[src/rtl/irqsel_pkg.sv]
package irqsel_pkg;

  typedef enum logic [1:0] {
    PRIV_USER  = 2'd0,
    PRIV_SUPER = 2'd1,
    PRIV_RSVD  = 2'd2,
    PRIV_MACH  = 2'd3
  } priv_e;

  // Machine path: open below machine level, or at machine level with its global enable.
  function automatic logic mach_path_open(input priv_e lvl, input logic gie);
    return (lvl != PRIV_MACH) || gie;
  endfunction

  // Supervisor path: open at user level, or at supervisor level with its global enable.
  function automatic logic super_path_open(input priv_e lvl, input logic gie);
    return (lvl == PRIV_USER) || ((lvl == PRIV_SUPER) && gie);
  endfunction

endpackage

[src/rtl/irqsel_gate.sv]
module irqsel_gate
  import irqsel_pkg::*;
#(
  parameter int W = 64
) (
  input  logic [W-1:0] pend_i,
  input  logic [W-1:0] en_i,
  input  logic [W-1:0] deleg_i,
  input  logic [1:0]   priv_i,
  input  logic         m_gie_i,
  input  logic         s_gie_i,
  output logic [W-1:0] survive_o
);

  priv_e        lvl;
  logic         m_open;
  logic         s_open;
  logic [W-1:0] cand;
  logic [W-1:0] m_side;
  logic [W-1:0] s_side;

  always_comb begin
    lvl    = priv_e'(priv_i);
    m_open = mach_path_open(lvl, m_gie_i);
    s_open = super_path_open(lvl, s_gie_i);
    cand   = pend_i & en_i;
    m_side = cand & ~deleg_i & {W{m_open}};
    s_side = cand &  deleg_i & {W{s_open}};
    survive_o = m_side | s_side;
  end

endmodule

[src/rtl/irqsel_lsb.sv]
module irqsel_lsb #(
  parameter int W    = 64,
  parameter int IDXW = $clog2(W)
) (
  input  logic [W-1:0]    vec_i,
  output logic            hit_o,
  output logic [IDXW-1:0] idx_o
);

  logic [W-1:0] lowest;

  always_comb begin
    lowest = vec_i & (~vec_i + W'(1));
    hit_o  = |vec_i;
  end

  // Each index bit is the OR of the one-hot positions whose index has that bit set.
  for (genvar b = 0; b < IDXW; b++) begin : g_idx_bit
    always_comb begin
      idx_o[b] = 1'b0;
      for (int i = 0; i < W; i++) begin
        if (((i >> b) & 1) == 1) idx_o[b] = idx_o[b] | lowest[i];
      end
    end
  end

endmodule

[src/rtl/irqsel_stage.sv]
module irqsel_stage #(
  parameter int  IDXW    = 6,
  parameter int  CAUSE_W = 64,
  parameter bit  REG_OUT = 1'b1
) (
  input  logic               clk,
  input  logic               rst_n,
  input  logic               hit_i,
  input  logic [IDXW-1:0]    idx_i,
  output logic               take_o,
  output logic [IDXW-1:0]    num_o,
  output logic [CAUSE_W-1:0] cause_o
);

  localparam logic [CAUSE_W-1:0] FLAG = {1'b1, {(CAUSE_W-1){1'b0}}};

  logic               nxt_take;
  logic [IDXW-1:0]    nxt_num;
  logic [CAUSE_W-1:0] nxt_cause;

  always_comb begin
    nxt_take  = hit_i;
    nxt_num   = hit_i ? idx_i : '0;
    nxt_cause = hit_i ? (FLAG | CAUSE_W'(idx_i)) : '0;
  end

  if (REG_OUT) begin : g_reg
    logic               q_take;
    logic [IDXW-1:0]    q_num;
    logic [CAUSE_W-1:0] q_cause;
    logic               upd_en;

    always_comb begin
      upd_en = (nxt_take != q_take) || (nxt_num != q_num);
    end

    always_ff @(posedge clk or negedge rst_n) begin
      if (!rst_n) begin
        q_take  <= 1'b0;
        q_num   <= '0;
        q_cause <= '0;
      end else if (upd_en) begin
        q_take  <= nxt_take;
        q_num   <= nxt_num;
        q_cause <= nxt_cause;
      end
    end

    always_comb begin
      take_o  = q_take;
      num_o   = q_num;
      cause_o = q_cause;
    end
  end else begin : g_comb
    always_comb begin
      take_o  = nxt_take;
      num_o   = nxt_num;
      cause_o = nxt_cause;
    end
  end

endmodule

[src/rtl/irq_selector.sv]
module irq_selector #(
  parameter int W       = 64,
  parameter int CAUSE_W = 64,
  parameter bit REG_OUT = 1'b1,
  localparam int IDXW   = $clog2(W)
) (
  input  logic               clk,
  input  logic               rst_n,
  input  logic [W-1:0]       pend_i,
  input  logic [W-1:0]       en_i,
  input  logic [W-1:0]       deleg_i,
  input  logic [1:0]         priv_i,
  input  logic               m_gie_i,
  input  logic               s_gie_i,
  output logic               take_o,
  output logic [IDXW-1:0]    num_o,
  output logic [CAUSE_W-1:0] cause_o
);

  logic [W-1:0]    survive;
  logic            hit;
  logic [IDXW-1:0] idx;

  irqsel_gate #(.W(W)) u_gate (
    .pend_i   (pend_i),
    .en_i     (en_i),
    .deleg_i  (deleg_i),
    .priv_i   (priv_i),
    .m_gie_i  (m_gie_i),
    .s_gie_i  (s_gie_i),
    .survive_o(survive)
  );

  irqsel_lsb #(.W(W), .IDXW(IDXW)) u_lsb (
    .vec_i(survive),
    .hit_o(hit),
    .idx_o(idx)
  );

  irqsel_stage #(.IDXW(IDXW), .CAUSE_W(CAUSE_W), .REG_OUT(REG_OUT)) u_stage (
    .clk    (clk),
    .rst_n  (rst_n),
    .hit_i  (hit),
    .idx_i  (idx),
    .take_o (take_o),
    .num_o  (num_o),
    .cause_o(cause_o)
  );

endmodule

[config.mk]
export PLATFORM = sky130hd
export DESIGN_NAME = irq_selector
export DESIGN_NICKNAME = d
export VERILOG_FILES = /design/src/rtl/irqsel_pkg.sv /design/src/rtl/irqsel_gate.sv /design/src/rtl/irqsel_lsb.sv /design/src/rtl/irqsel_stage.sv /design/src/rtl/irq_selector.sv
export SDC_FILE = /design/constraint.sdc
export NUM_CORES = 1
export LEC_CHECK = 0
export ABC_CLOCK_PERIOD_IN_PS = 1400
export BUFFER_PORTS_ARGS = -buffer_cell sky130_fd_sc_hd__buf_2
export CORE_AREA = 2 2 105 107
export CTS_BUF_LIST = sky130_fd_sc_hd__clkbuf_4 sky130_fd_sc_hd__clkbuf_8 sky130_fd_sc_hd__clkbuf_16
export CTS_CLUSTER_SIZE = 14
export DETAILED_ROUTE_END_ITERATION = 10
export DIE_AREA = 0 0 107 109
export PLACE_DENSITY = 0.84
export SETUP_SLACK_MARGIN = 0.4
export SYNTH_ARGS = -nofsm -noshare
export SYNTH_HDL_FRONTEND = slang
export SYNTH_SLANG_ARGS = --single-unit
[constraint.sdc]
create_clock -name clk -period 1.4 [get_ports clk]
set_input_delay 0.21 -clock clk [delete_from_list [all_inputs] [get_ports clk]]
set_output_delay 0.21 -clock clk [all_outputs]
set_load 0.02 [all_outputs]
==> results.json, run 1 <==
{
  "status": "did not finish",
  "lastStage": "global routing",
  "error": "[ERROR GRT-0232] Routing congestion too high. Check the congestion heatmap in the GUI.",
  "async_reset_ff_share_pct": 100,
  "fp-row-count": 38,
  "synth_common_cells": "93 x nand2_1, 92 x nand3_1, 70 x a21oi_1",
  "pin_count": 269,
  "ys_warn_count": 0,
  "synth_largest_area_cell": "buf_4",
  "synthCells": 752,
  "synth_most_common_cell": "nand2_1",
  "gr-total-overflow": 4,
  "hpwlAfterDp_um": 21800,
  "yosysSeqAreaShare_pct": 3.52,
  "htreeDepth": 1,
  "netlist_area_um2": 4970,
  "grt_use_total_pct": 73.7,
  "grt-worst-endpoint": "u_stage.cause_o[5]$_DFFE_PN0P_/D",
  "syn_avg_cell_area_um2": 6.61,
  "portBuffers": 211,
  "ys_ff_latch": 7,
  "cts_buffers": 3,
  "start_util_pct": 46.9,
  "cts_root_buf": "clkbuf_8",
  "clockBufferDepth": 2,
  "yosys.area.top_type_share_pct": 10.1,
  "gp_congestion": 1.23,
  "synth_area_leaders": "buf_4 10%, nand3_1 9.3%, nand3b_1 8.0%",
  "cts_sinks": 7,
  "synth_ff_type": "dfrtp_1",
  "die_w_um": 107,
  "synth.distinct_cells": 81,
  "die_y_um": 109,
  "place_area_um2": 7970,
  "grt_max_degree": 25,
  "worstEpCategory": "sequential cell input",
  "synth-edff-count": 0
}
[layer usage]
layer | overflow | GRT usage (%)
met5 | 0 | 28.6
met2 | 1 | 90.6
met3 | 0 | 60.1
met1 | 0 | 70.7
met4 | 3 | 77.3
[logic make-up after synthesis]
family | count (synthesis) | share of synthesized area, %
mux | 1 | 0.226
buf+inv | 97 | 13.9
flops | 7 | 3.52
other cells | 1 | 0.0754
simple gates | 396 | 43.6
compound gates | 250 | 38.7
[through the flow]
stage / utilization, % / hold slack [ns] / std cells / setup slack, ns
after floorplan: - / -0.0856 / 808 / -0.859
after global placement: 75.2 / 0.0559 / 1343 / -1.18
after detailed placement: 75.2 / 0.0634 / 1343 / -1.35
after CTS: 78.3 / 0.360 / 1352 / -1.00
[repair_timing]
action	4_1_cts
pin swaps	5
hold buffers	1
cloned	0
setup buffers	4
endpoints found under the hold margin	7
setup endpoints to repair	17
resized for setup	50
==> inputs of run 2 (changes only) <==
--- a/config.mk
+++ b/config.mk
@@ -7,13 +7,10 @@
 export LEC_CHECK = 0
 export ABC_CLOCK_PERIOD_IN_PS = 1400
 export BUFFER_PORTS_ARGS = -buffer_cell sky130_fd_sc_hd__buf_2
-export CORE_AREA = 2 2 105 107
-export CTS_BUF_LIST = sky130_fd_sc_hd__clkbuf_4 sky130_fd_sc_hd__clkbuf_8 sky130_fd_sc_hd__clkbuf_16
-export CTS_CLUSTER_SIZE = 14
+export CORE_MARGIN = 2
+export CORE_UTILIZATION = 40
 export DETAILED_ROUTE_END_ITERATION = 10
-export DIE_AREA = 0 0 107 109
-export PLACE_DENSITY = 0.84
-export SETUP_SLACK_MARGIN = 0.4
+export PLACE_DENSITY_LB_ADDON = 0.15
 export SYNTH_ARGS = -nofsm -noshare
 export SYNTH_HDL_FRONTEND = slang
 export SYNTH_SLANG_ARGS = --single-unit
==> results.json, run 2 <==
{
  "design_area_um2": 8900,
  "htreeDepth": 1,
  "syn2layout_area_growth_pct": 79.0,
  "synth.mux.area_fraction_pct": 0.226,
  "synth-compound-area-share_pct": 38.7,
  "yosys.area_share.simple_pct": 43.6,
  "drc": 0,
  "cts_root_buf": "clkbuf_16",
  "hold_violations": 0,
  "power.leakage_nw": 4.16,
  "place_area_um2": 8280,
  "yosysSeqAreaShare_pct": 3.52,
  "synth_common_cells": "93 x nand2_1, 92 x nand3_1, 70 x a21oi_1",
  "crit_fanout": 6,
  "yosys.area.top_type_share_pct": 10.1,
  "clk_pin_slew_ns": 0.04,
  "finalSetupViolCount": 7,
  "fin_crit_ns": 2.44,
  "worst_pin_slew_ns": 0.693,
  "hpwlAfterDp_um": 21200,
  "synth_ff_type": "dfrtp_1",
  "cap_violations": 0,
  "grt_use_total_pct": 35.9,
  "synth_most_common_cell": "nand2_1",
  "async_reset_ff_share_pct": 100,
  "synth.distinct_cells": 81,
  "synth_top_family_by_area": "simple AND/OR/NAND/NOR gates",
  "ir_worst_vdd_v": 0.000441,
  "cts_buffers": 3,
  "cts_sinks": 7,
  "max_freq_ghz": 0.410,
  "hp-class": "input port to asynchronous set/reset pin",
  "die_y_um": 116,
  "antenna_found_initial": 0,
  "fin_cells": 1421,
  "synth_xor_area_share_pct": 0,
  "top_layer": "met4",
  "nets": 1452,
  "portBuffers": 211,
  "grt_max_degree": 22,
  "vias_per_cell": 5.84,
  "slew_headroom_pct": 53.5,
  "cts_tree": "yes",
  "largest_reg_flops": 5,
  "via_count": 8294,
  "first_pass_iters": 6,
  "drive_gt1_share_pct": 49.2,
  "crit_arrival_ns": 2.52,
  "ys_ff_latch": 7,
  "grt_pass1_wl_um": 37800,
  "wl_um": 25300,
  "gp_congestion": 1.01,
  "ys_warn_count": 0,
  "synth_largest_area_cell": "buf_4",
  "postRouteAntennaNets": 0,
  "die_w_um": 116,
  "status": "finished with violations",
  "placed_cells": 1405,
  "dr_wl_met2_um": 11500,
  "fp-row-count": 40,
  "clockBufferDepth": 2,
  "startpoint": "priv_i[0]",
  "required_ns": 1.48,
  "n_fill_cell": 1037,
  "gr-total-overflow": 0,
  "fin_tns_setup_ns": -6.73,
  "netlist_area_um2": 4970,
  "path_class": "input port to register",
  "wire_per_inst_um": 17.8,
  "violations": "negative setup slack",
  "grt_pass1_vias": 7560,
  "pin_count": 269,
  "synthAdderAreaFrac_pct": 0,
  "min_period_over_period_pct": 174,
  "power_density_nw_per_um2": 445,
  "core-area_um2": 12100,
  "final_common_cell": "buf_4",
  "drv_slew": 0,
  "final_cell_mix": "304 x buf_4, 209 x buf_2, 91 x nand2_1",
  "synthCells": 752,
  "start_util_pct": 41.2,
  "cp-end-kind": "register",
  "insertedDiodeCount": 0,
  "drt-initial-drc-count": 768,
  "synth_area_leaders": "buf_4 10%, nand3_1 9.3%, nand3b_1 8.0%",
  "syn_avg_cell_area_um2": 6.61,
  "fp.dieArea_um2": 13300,
  "rsz0062_at_grt": "yes",
  "fin_ws_ns": -1.04,
  "critPathLaunchType": "input port",
  "dr_wl_met3_um": 2380,
  "drt-met1-wl_um": 10400,
  "synth-edff-count": 0
}
==> run 2: path summary, 6_finish.rpt <==
path	end	slack, ns
max in group asynchronous	u_stage.num_o[0]	0.92
min in group clk	u_stage.num_o[0]	0.64
worst max-delay path	u_stage.cause_o[5]	-1.04
worst min-delay path	u_stage.num_o[3]	0.33
==> run 2: timing repair <==
| item | CTS | global route |
|---|---|---|
| endpoints found under the setup margin | 7 | 7 |
| hold buffers | 1 | 0 |
| endpoints found under the hold margin | 7 | 0 |
| pin swaps | 21 | 13 |
| cloned | 2 | 0 |
| setup buffers | 5 | 5 |
| gates resized for setup | 51 | 20 |
==> run 2: kinds of logic (layout without fill, tap and decap cells) <==
| logic type | count (synthesis) | count (layout) |
|---|---|---|
| compound gates | 250 | 250 |
| simple gates | 396 | 396 |
| flops | 7 | 7 |
| mux | 1 | 1 |
| other cells | 1 | 57 |
| buf+inv | 97 | 542 |
==> run 2: area by class of cell <==
cell class	instances	area (um^2)	share of cell area, %
Inverter	2	7.51	0.0843
Multi-Input combinational cell	704	4720	53.0
Timing Repair Buffer	536	3710	41.7
Clock buffer	4	78.8	0.886
Tap cell	168	210	2.36
Sequential cell	7	175	1.97
==> run 2: stage by stage <==
stage          utilization (%)  hold WS, ns  setup slack [ns]  total power, mW
2_1_floorplan                -      -0.0856            -0.859             1.74
3_3_place_gp              68.7       0.0439             -1.36             3.15
3_5_place_dp              68.7       0.0434             -1.32             3.17
4_1_cts                   72.5        0.342            -0.980             3.82
5_1_grt                   73.8        0.356             -1.12             4.19
6_report                  73.8        0.330             -1.04             3.96
==> run 2: report_power, final <==
part / leakage, nW / internal (mW) / total [mW] / switching, mW
Combinational: 4.04 / 1.50 / 3.24 / 1.74
Clock: 0.0382 / 0.378 / 0.478 / 0.100
Sequential: 0.0863 / 0.233 / 0.245 / 0.0120
==> run 2: per-layer routing <==
layer	global-route usage, %	vias to the layer above
met5	0	-
met4	13.8	0
met3	5.39	72
met2	59.9	492
met1	46.7	3790
li1	-	3940
==> run 2: critical path: stages <==
cell and delay (ns):
buf_8 0.10, nor2b_4 0.13, bufbuf_16 0.27, a311oi_2 0.42
a2111oi_2 0.12, and4_4 0.22, nor2b_1 0.12, o31ai_1 0.24
o2111ai_1 0.15, or4_1 0.53
Power figures use the tool's default switching activity.
